File: config.mk
export PLATFORM = sky130hd
export DESIGN_NAME = testsel_top
export DESIGN_NICKNAME = d
export VERILOG_FILES = /design/src/rtl/testsel_pkg.sv /design/src/rtl/testsel_ctrl.sv /design/src/rtl/testsel_datapath.sv /design/src/rtl/testsel_top.sv
export SDC_FILE = /design/constraint.sdc
export NUM_CORES = 1
export LEC_CHECK = 0
export ABC_AREA = 1
export ABC_CLOCK_PERIOD_IN_PS = 4900
export BUFFER_PORTS_ARGS = -buffer_cell sky130_fd_sc_hd__buf_4
export CAP_MARGIN = 10
export CORE_ASPECT_RATIO = 0.6
export CORE_MARGIN = 3
export CORE_UTILIZATION = 30
export DETAILED_ROUTE_END_ITERATION = 6
export PLACE_DENSITY_LB_ADDON = 0.05
export SLEW_MARGIN = 20
export SYNTH_ARGS = -nofsm -noshare
export SYNTH_HDL_FRONTEND = slang
export SYNTH_SLANG_ARGS = --single-unit
File: constraint.sdc
create_clock -name clk -period 4.9 [get_ports clk]
set_clock_uncertainty 0.15 [all_clocks]
set_input_delay 0.49 -clock clk [delete_from_list [all_inputs] [get_ports clk]]
set_output_delay 0.49 -clock clk [all_outputs]
set_load 0.01 [all_outputs]
File: src/rtl/testsel_pkg.sv
package testsel_pkg;

  typedef enum logic [2:0] {
    TC_SHIFT  = 3'b000,
    TC_ONE    = 3'b001,
    TC_REF16  = 3'b010,
    TC_MCOUNT = 3'b011,
    TC_FOUT   = 3'b100,
    TC_ZERO   = 3'b101,
    TC_BYPASS = 3'b110,
    TC_FOUT4  = 3'b111
  } test_code_e;

  // Strobes from control to datapath, one cycle each.
  typedef struct packed {
    logic refTick;
    logic mTick;
    logic nTick;
  } div_strobe_t;

endpackage

File: src/rtl/testsel_ctrl.sv
module testsel_ctrl
  import testsel_pkg::*;
(
  input  logic        vcoEn,
  input  logic        refEn,
  input  logic        sclkEn,
  input  logic [2:0]  testCode,
  output div_strobe_t strobes
);

  logic bypassOn;

  always_comb begin
    bypassOn        = (test_code_e'(testCode) == TC_BYPASS);
    strobes.refTick = refEn;
    strobes.mTick   = bypassOn ? sclkEn : vcoEn;
    strobes.nTick   = bypassOn ? sclkEn : vcoEn;
  end

endmodule

File: src/rtl/testsel_datapath.sv
module testsel_datapath
  import testsel_pkg::*;
#(
  parameter int M_W      = 9,
  parameter int REF_LOG2 = 4,
  parameter int NSEL_W   = 2,
  parameter int Q_LOG2   = 2
) (
  input  logic              clk,
  input  logic              rstN,
  input  div_strobe_t       strobes,
  input  logic [2:0]        testCode,
  input  logic [M_W-1:0]    mDiv,
  input  logic [NSEL_W-1:0] nSel,
  input  logic              shiftBit,
  output logic              fout,
  output logic              mPulse,
  output logic              testOut
);

  localparam int NMAX_LOG2 = (1 << NSEL_W) - 1;
  localparam int NR_W      = NMAX_LOG2 + 1;

  // Reference prescaler: square wave, period 2**REF_LOG2 ticks.
  logic refDiv;
  generate
    if (REF_LOG2 > 0) begin : g_refPre
      logic [REF_LOG2-1:0] refCnt;
      always_ff @(posedge clk) begin
        if (!rstN)                refCnt <= '0;
        else if (strobes.refTick) refCnt <= refCnt + 1'b1;
      end
      assign refDiv = refCnt[REF_LOG2-1];
    end else begin : g_refPass
      logic refTog;
      always_ff @(posedge clk) begin
        if (!rstN)                refTog <= 1'b0;
        else if (strobes.refTick) refTog <= ~refTog;
      end
      assign refDiv = refTog;
    end
  endgenerate

  // Feedback counter: pulse every mDiv ticks, silent when mDiv is 0.
  logic [M_W-1:0] mCnt;
  logic [M_W-1:0] mLast;
  assign mLast = mDiv - 1'b1;

  always_ff @(posedge clk) begin
    if (!rstN) begin
      mCnt   <= '0;
      mPulse <= 1'b0;
    end else if (strobes.mTick && (mDiv != '0)) begin
      if (mCnt >= mLast) begin
        mCnt   <= '0;
        mPulse <= 1'b1;
      end else begin
        mCnt   <= mCnt + 1'b1;
        mPulse <= 1'b0;
      end
    end else begin
      if (mDiv == '0) mCnt <= '0;
      mPulse <= 1'b0;
    end
  end

  // Post divider: fout toggles every 2**nSel ticks.
  logic [NR_W-1:0] nCnt;
  logic [NR_W-1:0] nLast;
  logic            nWrap;
  assign nLast = ({{(NR_W-1){1'b0}}, 1'b1} << nSel) - 1'b1;
  assign nWrap = strobes.nTick && (nCnt >= nLast);

  always_ff @(posedge clk) begin
    if (!rstN) begin
      nCnt <= '0;
      fout <= 1'b0;
    end else if (strobes.nTick) begin
      if (nWrap) begin
        nCnt <= '0;
        fout <= ~fout;
      end else begin
        nCnt <= nCnt + 1'b1;
      end
    end
  end

  // Quarter stage counts fout rising edges.
  logic [Q_LOG2-1:0] qCnt;
  always_ff @(posedge clk) begin
    if (!rstN)                qCnt <= '0;
    else if (nWrap && !fout)  qCnt <= qCnt + 1'b1;
  end

  // Registered source selector.
  logic nextOut;
  always_comb begin
    unique case (test_code_e'(testCode))
      TC_SHIFT:  nextOut = shiftBit;
      TC_ONE:    nextOut = 1'b1;
      TC_REF16:  nextOut = refDiv;
      TC_MCOUNT: nextOut = mPulse;
      TC_FOUT:   nextOut = fout;
      TC_ZERO:   nextOut = 1'b0;
      TC_BYPASS: nextOut = mPulse;
      TC_FOUT4:  nextOut = qCnt[Q_LOG2-1];
      default:   nextOut = 1'b0;
    endcase
  end

  always_ff @(posedge clk) begin
    if (!rstN) testOut <= 1'b0;
    else       testOut <= nextOut;
  end

endmodule

File: src/rtl/testsel_top.sv
module testsel_top
  import testsel_pkg::*;
#(
  parameter int M_W      = 9,
  parameter int REF_LOG2 = 4,
  parameter int NSEL_W   = 2,
  parameter int Q_LOG2   = 2
) (
  input  logic              clk,
  input  logic              rstN,
  input  logic              vcoEn,
  input  logic              refEn,
  input  logic              sclkEn,
  input  logic              shiftBit,
  input  logic [2:0]        testCode,
  input  logic [M_W-1:0]    mDiv,
  input  logic [NSEL_W-1:0] nSel,
  output logic              fout,
  output logic              testOut
);

  div_strobe_t strobes;
  logic        mPulse;

  testsel_ctrl u_ctrl (
    .vcoEn    (vcoEn),
    .refEn    (refEn),
    .sclkEn   (sclkEn),
    .testCode (testCode),
    .strobes  (strobes)
  );

  testsel_datapath #(
    .M_W      (M_W),
    .REF_LOG2 (REF_LOG2),
    .NSEL_W   (NSEL_W),
    .Q_LOG2   (Q_LOG2)
  ) u_dp (
    .clk      (clk),
    .rstN     (rstN),
    .strobes  (strobes),
    .testCode (testCode),
    .mDiv     (mDiv),
    .nSel     (nSel),
    .shiftBit (shiftBit),
    .fout     (fout),
    .mPulse   (mPulse),
    .testOut  (testOut)
  );

endmodule

* Word level (Yosys, flattened, before mapping) *
Cells that the tools add are included.

storage, ports and cells
  register bits = 22
  output and inout port bits = 2
  logic and storage cells = 42
  bits of input ports = 20

cells by class
  mux-type cells = 7
  bitwise operators = 1
  reduce and logical (&&, ||, !) cells = 11
  $add $sub $neg = 6
  shift-type cells = 1
  eq/ne operators = 7
  order comparisons = 2

operators by type and width
  kind                 number
  $mux 9               3
  $eq 3x3->1 const B   4
  $add 9x1->9 const B  1
  $ge 9x9->1           1
  $logic_not 9->1      1
  $reduce_bool 9->1    1
  $sub 9x1->9 const B  1
  $add 4x1->4 const B  2
  $pmux 1 s7           1
  $eq 3x2->1 const B   2
  $ge 4x4->1           1
  $mux 4               1
  $reduce_and 2->1     2
  $shl 1x2->4 const A  1
  $sub 4x1->4 const B  1
  $eq 3x1->1 const B   1
  $logic_and 1x1->1    3
  $logic_not 3->1      1
  $add 2x1->2 const B  1
  $mux 1               2
  $reduce_bool 2->1    1
  $reduce_or 2->1      1
  $logic_not 1->1      1
  $not 1->1            1

* Logic depth before layout (Yosys ltp) *
  depth after elaboration = 5
  depth in mapped cells = 15
  depth with buffers taken out = 15

* Modules after synthesis *
From an unflattened synthesis, not the netlist that was laid out.

second synthesis, totals
  cell total of the unflattened synthesis = 269
  area total of the unflattened synthesis = 1691.6 µm²

modules (own cells, without submodules)
  module            area an instance (µm²)  instances  cells each  seq. area each (µm²)
  testsel_datapath  1654.1                  1          262         440.4
  testsel_ctrl      37.5                    1          7           0.0

* Worst setup path before layout *
OpenSTA, ideal clock, no wires.

  path kind = in2reg
  start point = input mDiv[0]
  end point = register u_dp.mCnt[1]
  data required time = 4.685 ns
  buffers on the path = 0
  cell stages on the path = 15
  path slack = 2.444 ns
  library setup time = 0.065 ns
  arrival time = 2.241 ns
  cells stage by stage = inv_1 ha_1 nand2_1 nor2_2 nand2_4 inv_1 nor2_1 ha_1 nand2_1 inv_1 a21oi_1 nand4_2 nor2_1 nor2_1 nor2_1

between the ends
  cells in the longest elaborated chain, start to end = 4
  elaborated cells on any way between the ends = 8
  those cells by class = add/sub (1); order compare (1); mux (2); reduce/logical (4)

RTL lines
  element               line                    text
  from (decl)           testsel_top.sv:16       input logic [M_W-1:0] mDiv,
  $sub 9x1->9           testsel_datapath.sv:47  assign mLast = mDiv - 1'b1;
  $ge 9x9->1            testsel_datapath.sv:54  if (mCnt >= mLast) begin
  $mux 9                testsel_datapath.sv:54
  $mux 9                testsel_datapath.sv:53  end else if (strobes.mTick && (mDiv != '0)) begin
  to (signal assigned)  testsel_datapath.sv:58  mCnt <= mCnt + 1'b1;
  to (decl)             testsel_datapath.sv:45  logic [M_W-1:0] mCnt;

Several ways; a longest one is shown, not always the timed one.
A chain may end at the register's enable or synchronous reset.

* Worst setup path after layout *
  start point = input mDiv[0]
  end point = register u_dp.mCnt[0]

Same word-level chain as after synthesis.

==> impl_metrics.toml <==
[status]
status = "finished clean"

[critical_path]
cp.arrival_ps = 2700
cp.depth = 16
critPathMaxStageDelay_ps = 300
crit_path_start_kind = "input pin"
critPathTopFamily = "simple AND/OR/NAND/NOR gates"
path_buf_inv = 4
r2r_cells = 10
path_class = "in -> reg"
critPathSlowestCell = "ha_1"
cp_max_fo = 9
crit_path_end_kind = "flop"
crit_path_cell_trace = "buf_4, inv_1, ha_1, nand2_1, nor2_2, nand2_4, inv_1, nor2_1, ha_1, nand2_1, inv_1, a21oi_1, nand3_1, nor2_1, nand2_1, a21oi_1"
critPathRequiredTime_ps = 4940

[detailed_routing]
routed_via_density = 4.29
drc = 0
ant_nets = 0
drt-total-wl_mm = 4.13
wl_per_cell_um = 11.3
first_pass_iters = 4
dr.first_iter.drc_count = 78
vias = 1570

[synth]
synthFlopType = "dfxtp_1"
ys_seq_area_share_pct = 25.5
syn_avg_cell_area_sq_um = 6.46
netlist_area_sq_um = 1720
yosys_warnings = 0
netlist_instances = 267
synth_edf_count = 0
ys_ff_latch = 22
async_reset_ff_share_pct = 0
synthTopCellsByCount = "nand2_1 (65), nor2_1 (51), inv_1 (33), dfxtp_1 (22)"
synth_top_cell_area_share_pct = 25.5
synth.distinct_cells = 27
synth.area.top_cells = "dfxtp_1 (26%), nand2_1 (14%), ha_1 (12%)"
yosysMostFrequentCell = "nand2_1"
synth_nets = 303
yosys.area.top_type = "dfxtp_1"

[flow_run]
drv_cap = 0

[global_routing]
grt_max_degree = 19
overflow = 0
grt_pass1_vias = 1349
grt_first_pass_wirelength_mm = 6.89
antenna_found_initial = 0
grtUsageTotal_pct = 12.8

[power]
peakVddDrop_uv = 137
p_leak_nw = 0.921
powerDensity_nw_per_um2 = 206
finalPower_uw = 412

[die]
ios = 22
die_y_um = 64.7
die_w_um = 104
start_util_pct = 32.5
dieArea_sq_um = 6720
rows = 20
coreArea_sq_um = 5310

[min_path]
hold_class = "reg -> reg"
whs_path_depth = 1

[clocking]
cts_tree = "built"
cts_root_buffer = "clkbuf_8"
cts.clk_slew.worst_paths_ps = 80
clk_latency_ps = 260
htree_num_levels = 1
postCtsSetupRepairBufs = 0
cts_made_buffers = 3
clock-sinks = 22
ctsLongestPathBuffers = 2
cts-resized-gates = 0
ctsHoldBuffers = 0

[sta]
maxSlewViolCount = 0
timing.final.crit_share_pct = 54.3
worstMarginPinSlew_ps = 433
max_freq_mhz = 376
hold_viol = 0
period_needed_ps = 2660
setup_violations = 0
grt_setup_unrepaired = "false"
setup_ws_ps = 2240
relSlewSlack_pct = 71.1
finalSetupTns_ps = 0

[layout]
multi_input_area_sq_um = 1120
fill_cells = 598
drive_gt1_share_pct = 15.9
diodes = 0
final_nets = 326
synthToLayoutAreaGrowth_pct = 16.3
seqCellArea_sq_um = 440

[placement]
hpwl_mm = 3.35
place.port_buffers = 21
preCtsSetupSlack_ps = 2000
gp_congestion = 0.757
==> placed cells by master (no fill, tap or decap), types with 4 or more instances in the layout <==
cell type	instances
inv_1	33
o21ai_0	8
buf_4	21
nand2_1	65
nand3_1	16
dfxtp_1	22
a21oi_1	13
nand4_1	4
clkbuf_8	4
nor2_1	51
xor2_1	6
ha_1	16
==> worst paths after layout <==
check / start / to / slack, ps
worst max-delay path: mDiv[0] / u_dp.mCnt[0] / 2240
worst min-delay path: u_dp.g_refPre.refCnt[3] / u_dp.g_refPre.refCnt[3] / 300
worst max register to register: u_dp.mCnt[4] / u_dp.mCnt[0] / 2910
worst min register to register: u_dp.g_refPre.refCnt[3] / u_dp.g_refPre.refCnt[3] / 300
==> flip-flops by register name, summed over array words and instances, names as in the netlist <==
signal and cells:
u_dp.fout 1, u_dp.qCnt 2, u_dp.g_refPre.refCnt 4, u_dp.mCnt 9
u_dp.mPulse 1, u_dp.nCnt 4, u_dp.testOut 1
==> layout make-up <==
type	count	share of cell area, %
Clock buffer	4	2.75
Multi-Input combinational cell	206	55.9
Inverter	36	6.74
Tap cell	77	4.81
Timing Repair Buffer	21	7.87
Sequential cell	22	22.0
==> per-layer routing <==
layer	global-route usage [%]	part of all wire, %
met4	1.49	0.36
met5	0	0
met2	14.4	31
met3	2.99	4.4
met1	22.6	64
==> stage by stage <==
step | utilization, % | hold WS [ps] | std cells | instance area, sq um
finish | 37.8 | 296 | 366 | 2000
global route | 37.8 | 332 | 366 | 2000
CTS | 37.8 | 301 | 366 | 2000
detailed placement | 36.7 | 289 | 362 | 1950
global placement | 36.7 | 289 | 362 | 1950
floorplan | - | 272 | 267 | 1720
==> cell families after synthesis <==
family | after synthesis | synth area share, %
flops | 22 | 25.5
compound gates | 26 | 8.35
simple gates | 155 | 40.4
xor+xnor | 9 | 4.57
fa+ha+maj | 16 | 11.6
buf+inv | 39 | 9.51
==> power by group <==
part / total [mW] / switching [mW] / internal [mW] / leakage, nW
Clock: 0.129 / 0.0573 / 0.0715 / 0.0288
Combinational: 0.0911 / 0.0540 / 0.0371 / 0.713
Sequential: 0.192 / 0.00639 / 0.186 / 0.179
Power figures use the tool's default switching activity.
